<file path="src/rtl/cwf_pkg.sv">
package cwf_pkg;

  typedef enum logic [1:0] {
    PS_W32 = 2'b00,
    PS_W8  = 2'b01,
    PS_W16 = 2'b10,
    PS_RSV = 2'b11
  } port_size_e;

  // bytes moved per beat for a port-size code; reserved code acts as 32-bit
  function automatic int unsigned port_bytes(input logic [1:0] ps);
    case (ps)
      PS_W8:   return 1;
      PS_W16:  return 2;
      default: return 4;
    endcase
  endfunction

  // beats in one transfer: a whole line for bursts, one otherwise
  function automatic int unsigned beat_count(input logic burst, input logic [1:0] ps,
                                             input int unsigned line_bytes);
    if (burst) return line_bytes / port_bytes(ps);
    return 1;
  endfunction

  // line offset of a beat, wrapping from the critical byte
  function automatic int unsigned wrap_offset(input int unsigned crit, input int unsigned beat,
                                              input int unsigned bytes, input int unsigned line_bytes);
    return (crit + beat * bytes) % line_bytes;
  endfunction

endpackage

</file>
<file path="src/rtl/cwf_ctl.sv">
module cwf_ctl (
  input  logic clk,
  input  logic rst,
  input  logic req_valid,
  input  logic ack,
  input  logic last,
  output logic accept,
  output logic beat_adv,
  output logic finish,
  output logic busy,
  output logic start,
  output logic done
);
  logic busy_q, start_q, done_q;

  assign accept   = !busy_q && req_valid;
  assign beat_adv = busy_q && ack && !last;
  assign finish   = busy_q && ack && last;

  always_ff @(posedge clk) begin
    if (rst) begin
      busy_q  <= 1'b0;
      start_q <= 1'b0;
      done_q  <= 1'b0;
    end else begin
      if (accept)      busy_q <= 1'b1;
      else if (finish) busy_q <= 1'b0;
      start_q <= accept;
      done_q  <= finish;
    end
  end

  assign busy  = busy_q;
  assign start = start_q;
  assign done  = done_q;


  start_single_chk: assert property (@(posedge clk) disable iff (rst) start_q |=> !start_q);

  start_in_busy_chk: assert property (@(posedge clk) disable iff (rst) start_q |-> busy_q);

  done_pulse_chk: assert property (@(posedge clk) disable iff (rst) done_q |=> !done_q);

  done_after_finish_chk: assert property (@(posedge clk) disable iff (rst) finish |=> done_q && !busy_q);

endmodule

</file>
<file path="src/rtl/cwf_beat_ctr.sv">
module cwf_beat_ctr #(
  parameter int CNT_W = 4
) (
  input  logic             clk,
  input  logic             rst,
  input  logic             load,
  input  logic [CNT_W-1:0] limit_in,
  input  logic             adv,
  output logic [CNT_W-1:0] beat,
  output logic             last
);
  logic [CNT_W-1:0] beat_q, limit_q;

  always_ff @(posedge clk) begin
    if (rst) begin
      beat_q  <= '0;
      limit_q <= '0;
    end else if (load) begin
      beat_q  <= '0;
      limit_q <= limit_in;
    end else if (adv) begin
      beat_q  <= beat_q + 1'b1;
    end
  end

  assign beat = beat_q;
  assign last = (beat_q == limit_q);


  beat_step_chk: assert property (@(posedge clk) disable iff (rst)
    adv |=> beat_q == CNT_W'($past(beat_q) + 1'b1));

  beat_hold_chk: assert property (@(posedge clk) disable iff (rst)
    !adv && !load |=> $stable(beat_q));

  beat_bound_chk: assert property (@(posedge clk) disable iff (rst) beat_q <= limit_q);

endmodule

</file>
<file path="src/rtl/cwf_addr_gen.sv">
module cwf_addr_gen
  import cwf_pkg::*;
#(
  parameter int ADDR_W     = 26,
  parameter int LINE_BYTES = 16,
  parameter int OFS_W      = $clog2(LINE_BYTES),
  parameter int CNT_W      = OFS_W
) (
  input  logic              clk,
  input  logic              rst,
  input  logic              load,
  input  logic [ADDR_W-1:0] req_addr,
  input  logic              req_read,
  input  logic              req_burst,
  input  logic [1:0]        req_psize,
  input  logic              active,
  input  logic              ack,
  input  logic              last,
  input  logic [CNT_W-1:0]  beat,
  output logic [CNT_W-1:0]  limit,
  output logic [ADDR_W-1:0] bus_addr,
  output logic              bus_read,
  output logic              bus_burst
);
  logic [ADDR_W-1:0] addr_q;
  logic              read_q, burst_q;
  logic [1:0]        ps_q;
  logic [OFS_W-1:0]  line_ofs;
  logic [ADDR_W-OFS_W-1:0] line_base;

  always_ff @(posedge clk) begin
    if (rst) begin
      addr_q  <= '0;
      read_q  <= 1'b0;
      burst_q <= 1'b0;
      ps_q    <= 2'b00;
    end else if (load) begin
      addr_q  <= req_addr;
      read_q  <= req_read;
      burst_q <= req_burst;
      ps_q    <= req_psize;
    end
  end

  assign limit     = CNT_W'(beat_count(req_burst, req_psize, LINE_BYTES) - 1);
  assign line_ofs  = OFS_W'(wrap_offset(32'(addr_q[OFS_W-1:0]), 32'(beat),
                                        port_bytes(ps_q), LINE_BYTES));
  assign line_base = addr_q[ADDR_W-1:OFS_W];

  assign bus_addr  = active ? {line_base, line_ofs} : '0;
  assign bus_read  = active && read_q;
  assign bus_burst = active && burst_q;


  attr_hold_chk: assert property (@(posedge clk) disable iff (rst)
    active && !ack |=> $stable(bus_addr) && $stable(bus_read) && $stable(bus_burst));

  line_base_chk: assert property (@(posedge clk) disable iff (rst)
    active && ack && !last |=> $stable(bus_addr[ADDR_W-1:OFS_W]));

  idle_quiet_chk: assert property (@(posedge clk) disable iff (rst)
    !active |-> bus_addr == '0 && !bus_read && !bus_burst);

endmodule

</file>
<file path="src/rtl/cwf_burst_seq.sv">
module cwf_burst_seq #(
  parameter int ADDR_W     = 26,
  parameter int LINE_BYTES = 16
) (
  input  logic              clk,
  input  logic              rst,
  input  logic              req_valid,
  input  logic [ADDR_W-1:0] req_addr,
  input  logic              req_read,
  input  logic              req_burst,
  input  logic [1:0]        req_psize,
  input  logic              bus_ack,
  output logic [ADDR_W-1:0] bus_addr,
  output logic              bus_read,
  output logic              bus_burst,
  output logic              bus_start,
  output logic              bus_active,
  output logic              xfer_done
);
  localparam int OFS_W = $clog2(LINE_BYTES);
  localparam int CNT_W = OFS_W;

  logic             accept, beat_adv, finish, busy, last;
  logic [CNT_W-1:0] beat, limit;

  cwf_ctl u_ctl (
    .clk(clk), .rst(rst), .req_valid(req_valid), .ack(bus_ack), .last(last),
    .accept(accept), .beat_adv(beat_adv), .finish(finish), .busy(busy),
    .start(bus_start), .done(xfer_done)
  );

  cwf_beat_ctr #(.CNT_W(CNT_W)) u_ctr (
    .clk(clk), .rst(rst), .load(accept), .limit_in(limit), .adv(beat_adv),
    .beat(beat), .last(last)
  );

  cwf_addr_gen #(.ADDR_W(ADDR_W), .LINE_BYTES(LINE_BYTES), .OFS_W(OFS_W), .CNT_W(CNT_W)) u_addr (
    .clk(clk), .rst(rst), .load(accept), .req_addr(req_addr), .req_read(req_read),
    .req_burst(req_burst), .req_psize(req_psize), .active(busy), .ack(bus_ack),
    .last(last), .beat(beat), .limit(limit), .bus_addr(bus_addr),
    .bus_read(bus_read), .bus_burst(bus_burst)
  );

  assign bus_active = busy;


  done_idle_chk: assert property (@(posedge clk) disable iff (rst) xfer_done |-> !bus_active);

  busy_req_ignored_chk: assert property (@(posedge clk) disable iff (rst)
    bus_active && req_valid |=> !bus_start);

endmodule

</file>
<file path="config.mk">
export PLATFORM = sky130hd
export DESIGN_NAME = cwf_burst_seq
export DESIGN_NICKNAME = d
export VERILOG_FILES = /design/src/rtl/cwf_pkg.sv /design/src/rtl/cwf_ctl.sv /design/src/rtl/cwf_beat_ctr.sv /design/src/rtl/cwf_addr_gen.sv /design/src/rtl/cwf_burst_seq.sv
export SDC_FILE = /design/constraint.sdc
export NUM_CORES = 1
export LEC_CHECK = 0
export BUFFER_PORTS_ARGS = -buffer_cell sky130_fd_sc_hd__buf_2
export CORE_ASPECT_RATIO = 0.5
export CORE_MARGIN = 5
export CORE_UTILIZATION = 40
export CTS_CLUSTER_SIZE = 14
export DETAILED_ROUTE_END_ITERATION = 7
export HOLD_SLACK_MARGIN = 0.15
export PLACE_DENSITY_LB_ADDON = 0.3
export SYNTH_ARGS = -nofsm -noshare
export SYNTH_HDL_FRONTEND = slang
export SYNTH_SLANG_ARGS = --single-unit
</file>
<file path="constraint.sdc">
create_clock -name clk -period 7.57 [get_ports clk]
set_input_delay 0.757 -clock clk [delete_from_list [all_inputs] [get_ports clk]]
set_output_delay 0.757 -clock clk [all_outputs]
set_load 0.02 [all_outputs]
</file>
==> impl_metrics.json <==
{
  "outcome": "finished, final reports clean",
  "worstHoldStart": "u_addr.burst_q",
  "slew_headroom": 0.409,
  "tritoncts": "yes",
  "slowest_delay_ps": 590,
  "fillers": 482,
  "power.switching_mw": 0.114,
  "ys.flop_type": "dfxtp_1",
  "postCtsResizedCells": 0,
  "synth_cell_types": 36,
  "first_global_vias": 1678,
  "syn_area_um2": 1980,
  "stdcell_area_um2": 2430,
  "cp-end-kind": "output pin",
  "antenna_found_initial": 0,
  "start_kind": "flip-flop",
  "vias_per_cell": 4.84,
  "path_clk_slew_ps": 80,
  "numPortBuffers": 64,
  "power.internal_mw": 0.324,
  "cp_slowest_cell": "fa_1",
  "areaGrowthSynthToFinish_pct": 23.0,
  "fin_tns_setup_ps": 0,
  "setup_viol": 0,
  "placed_area_um2": 2350,
  "cts_buffers": 5,
  "wirelength_mm": 4.38,
  "die_y_um": 59.7,
  "drt_iter0_drc": 55,
  "h-tree-depth": 2,
  "seqPwrFrac": 0.544,
  "power_frac_comb": 0.150,
  "antenna_cells": 0,
  "hold_viol_final": 0,
  "path_cells": "inv_1 -> ha_1 -> nand2_1 -> fa_1 -> fa_1 -> fa_1 -> xnor2_1 -> xnor2_1 -> xnor3_1 -> and2_1 -> buf_2",
  "grt_pass1_wl_mm": 7.29,
  "gr-usage-all-layers": 0.143,
  "fmax_mhz": 236,
  "drtPass1Iterations": 4,
  "min_period_over_period": 0.560,
  "powerDensity_nw_per_um2": 180,
  "leakage_nw": 1.15,
  "maxSlewViolCount": 0,
  "dp_cells": 327,
  "ant_nets": 0,
  "crit_buf_inv": 2,
  "crit_path_frequent_cell": "fa_1",
  "gp_congestion": 0.732,
  "p_clk_frac": 0.306,
  "synth_seq_cells": 41,
  "post-cts-setup-buffer-count": 0,
  "cts_sinks": 41,
  "yosysWarnings": 0,
  "final_nets": 313,
  "initial_core_util": 0.406,
  "pin_count": 65,
  "maxCapViolations": 0,
  "dieArea_um2": 6530,
  "cp_max_fo": 2,
  "ctsHoldBuffers": 0,
  "r2r_start": "u_ctl.busy",
  "critPathKind": "reg -> out",
  "synth_sequential_area_ratio": 0.415,
  "syn-instance-count": 201,
  "stdcell_count": 335,
  "hold_class": "reg -> reg",
  "p_sw_frac": 0.261,
  "ir_worst_vdd_mv": 0.0875,
  "syn_area_per_cell_um2": 9.84,
  "grt_max_degree": 34,
  "clock_skew_ps": 5.75,
  "coreArea_um2": 4860,
  "cp.required_ps": 6810,
  "syn-num-nets": 250,
  "die_w_um": 109,
  "rows": 18,
  "async_flop_share": 0,
  "crit_start": "u_addr.ps_q[0]",
  "root_buffer": "clkbuf_8",
  "cts.path.max_buffers": 2,
  "overflow": 0,
  "clock_latency_ps": 280,
  "synth_edf_count": 0,
  "arrival_ps": 3480,
  "fin_crit_ps": 4240,
  "worstMarginPinSlew_ps": 885,
  "wire_per_inst_um": 13.1,
  "drive_above_1_share": 0.283,
  "vias": 1623,
  "hpwlAfterDp_mm": 3.20,
  "drc": 0,
  "crit_family": "adder cells",
  "rsz0062_at_grt": "no"
}
-- cell families after synthesis --
family	Yosys count	share of synthesized area
simple gates	68	0.186
compound gates	43	0.182
flops	41	0.415
buf+inv	22	0.0494
fa+ha+maj	15	0.106
xor+xnor	10	0.0513
mux	2	0.0101
-- per-layer routing --
metal  up-vias  routed length (um)  track usage
met4         0                  61       0.0426
met1       765                1940        0.164
met2        36                2190        0.266
met3         5                 194       0.0345
li1        817                   -            -
met5         -                   0            0
-- layout by cell type (no fill, tap or decap), types with 2 or more instances in the layout --
master | Yosys | layout
and2_1 | 30 | 30
o21ai_0 | 5 | 5
dfxtp_1 | 41 | 41
inv_1 | 12 | 12
nor2_1 | 3 | 3
buf_2 | 4 | 64
mux2i_1 | 2 | 2
buf_4 | 0 | 2
xnor2_1 | 8 | 8
nand2b_1 | 2 | 2
clkbuf_8 | 1 | 5
nor3_1 | 3 | 3
clkbuf_1 | 5 | 3
ha_1 | 12 | 12
a22o_1 | 27 | 27
nor2b_1 | 2 | 2
fa_1 | 3 | 3
nand3_1 | 2 | 2
a21oi_1 | 2 | 2
nand2_1 | 18 | 18
nand4_1 | 3 | 3
-- cell usage after synthesis (all sizes together) (3+ instances only) --
cell | instances | area [um^2]
dfxtp | 41 | 821
and2 | 30 | 188
a22o | 27 | 236
nand2 | 18 | 67.6
ha | 12 | 150
inv | 12 | 45.0
xnor2 | 8 | 70.1
clkbuf | 6 | 32.5
o21ai | 6 | 30.0
buf | 4 | 20.0
nor2 | 4 | 17.5
fa | 3 | 60.1
nand4 | 3 | 18.8
nor3 | 3 | 15.0
-- cell type report --
cell class | count | area, um^2 | share of cell area
clock buffer | 8 | 80.1 | 0.0329
inverter | 12 | 45.0 | 0.0185
multi-input combinational | 138 | 1060 | 0.437
sequential | 41 | 821 | 0.337
tap | 70 | 87.6 | 0.0360
timing repair buffer | 66 | 335 | 0.138
-- tightest hold or removal path: cells and delay by family (launching register included) --
kind             cells  cell delay [ps]
flip-flops           1              310
AND/OR/NAND/NOR      2               90
-- power by group through the flow --
| stage | Combinational, mW | Clock, mW | Sequential [mW] |
|---|---|---|---|
| final | 0.0655 | 0.134 | 0.238 |
| after detailed placement | 0.0659 | 0 | 0.243 |
| after global placement | 0.0640 | 0 | 0.243 |
| after CTS | 0.0663 | 0.140 | 0.238 |
| after global routing | 0.0731 | 0.147 | 0.240 |
| after floorplan | 0.0455 | 0 | 0.240 |
-- state kept, by name, summed over array words and instances (netlist names) --
register / flops
u_addr.ps_q: 2
u_ctl.start: 1
u_ctl.done: 1
u_ctl.busy: 1
u_addr.addr_q: 26
u_addr.burst_q: 1
u_addr.read_q: 1
u_ctr.beat: 4
u_ctr.limit_q: 4
-- stage by stage --
stage	power [mW]	setup slack [ps]	hold slack (ps)	util
detailed placement	0.309	3700	431	0.484
global placement	0.307	3790	428	0.484
global route	0.460	3190	495	0.500
floorplan	0.285	3930	415	-
CTS	0.444	3300	442	0.500
finish	0.438	3330	441	0.500
-- worst paths after layout --
check,end,cells after the start,slack (ps)
max,bus_addr[3],11,3330
max reg2reg,u_addr.addr_q[24],4,5290
min reg2reg,u_addr.burst_q,2,440
min,u_addr.burst_q,2,440
No activity file was read; power rests on OpenSTA's default activity.
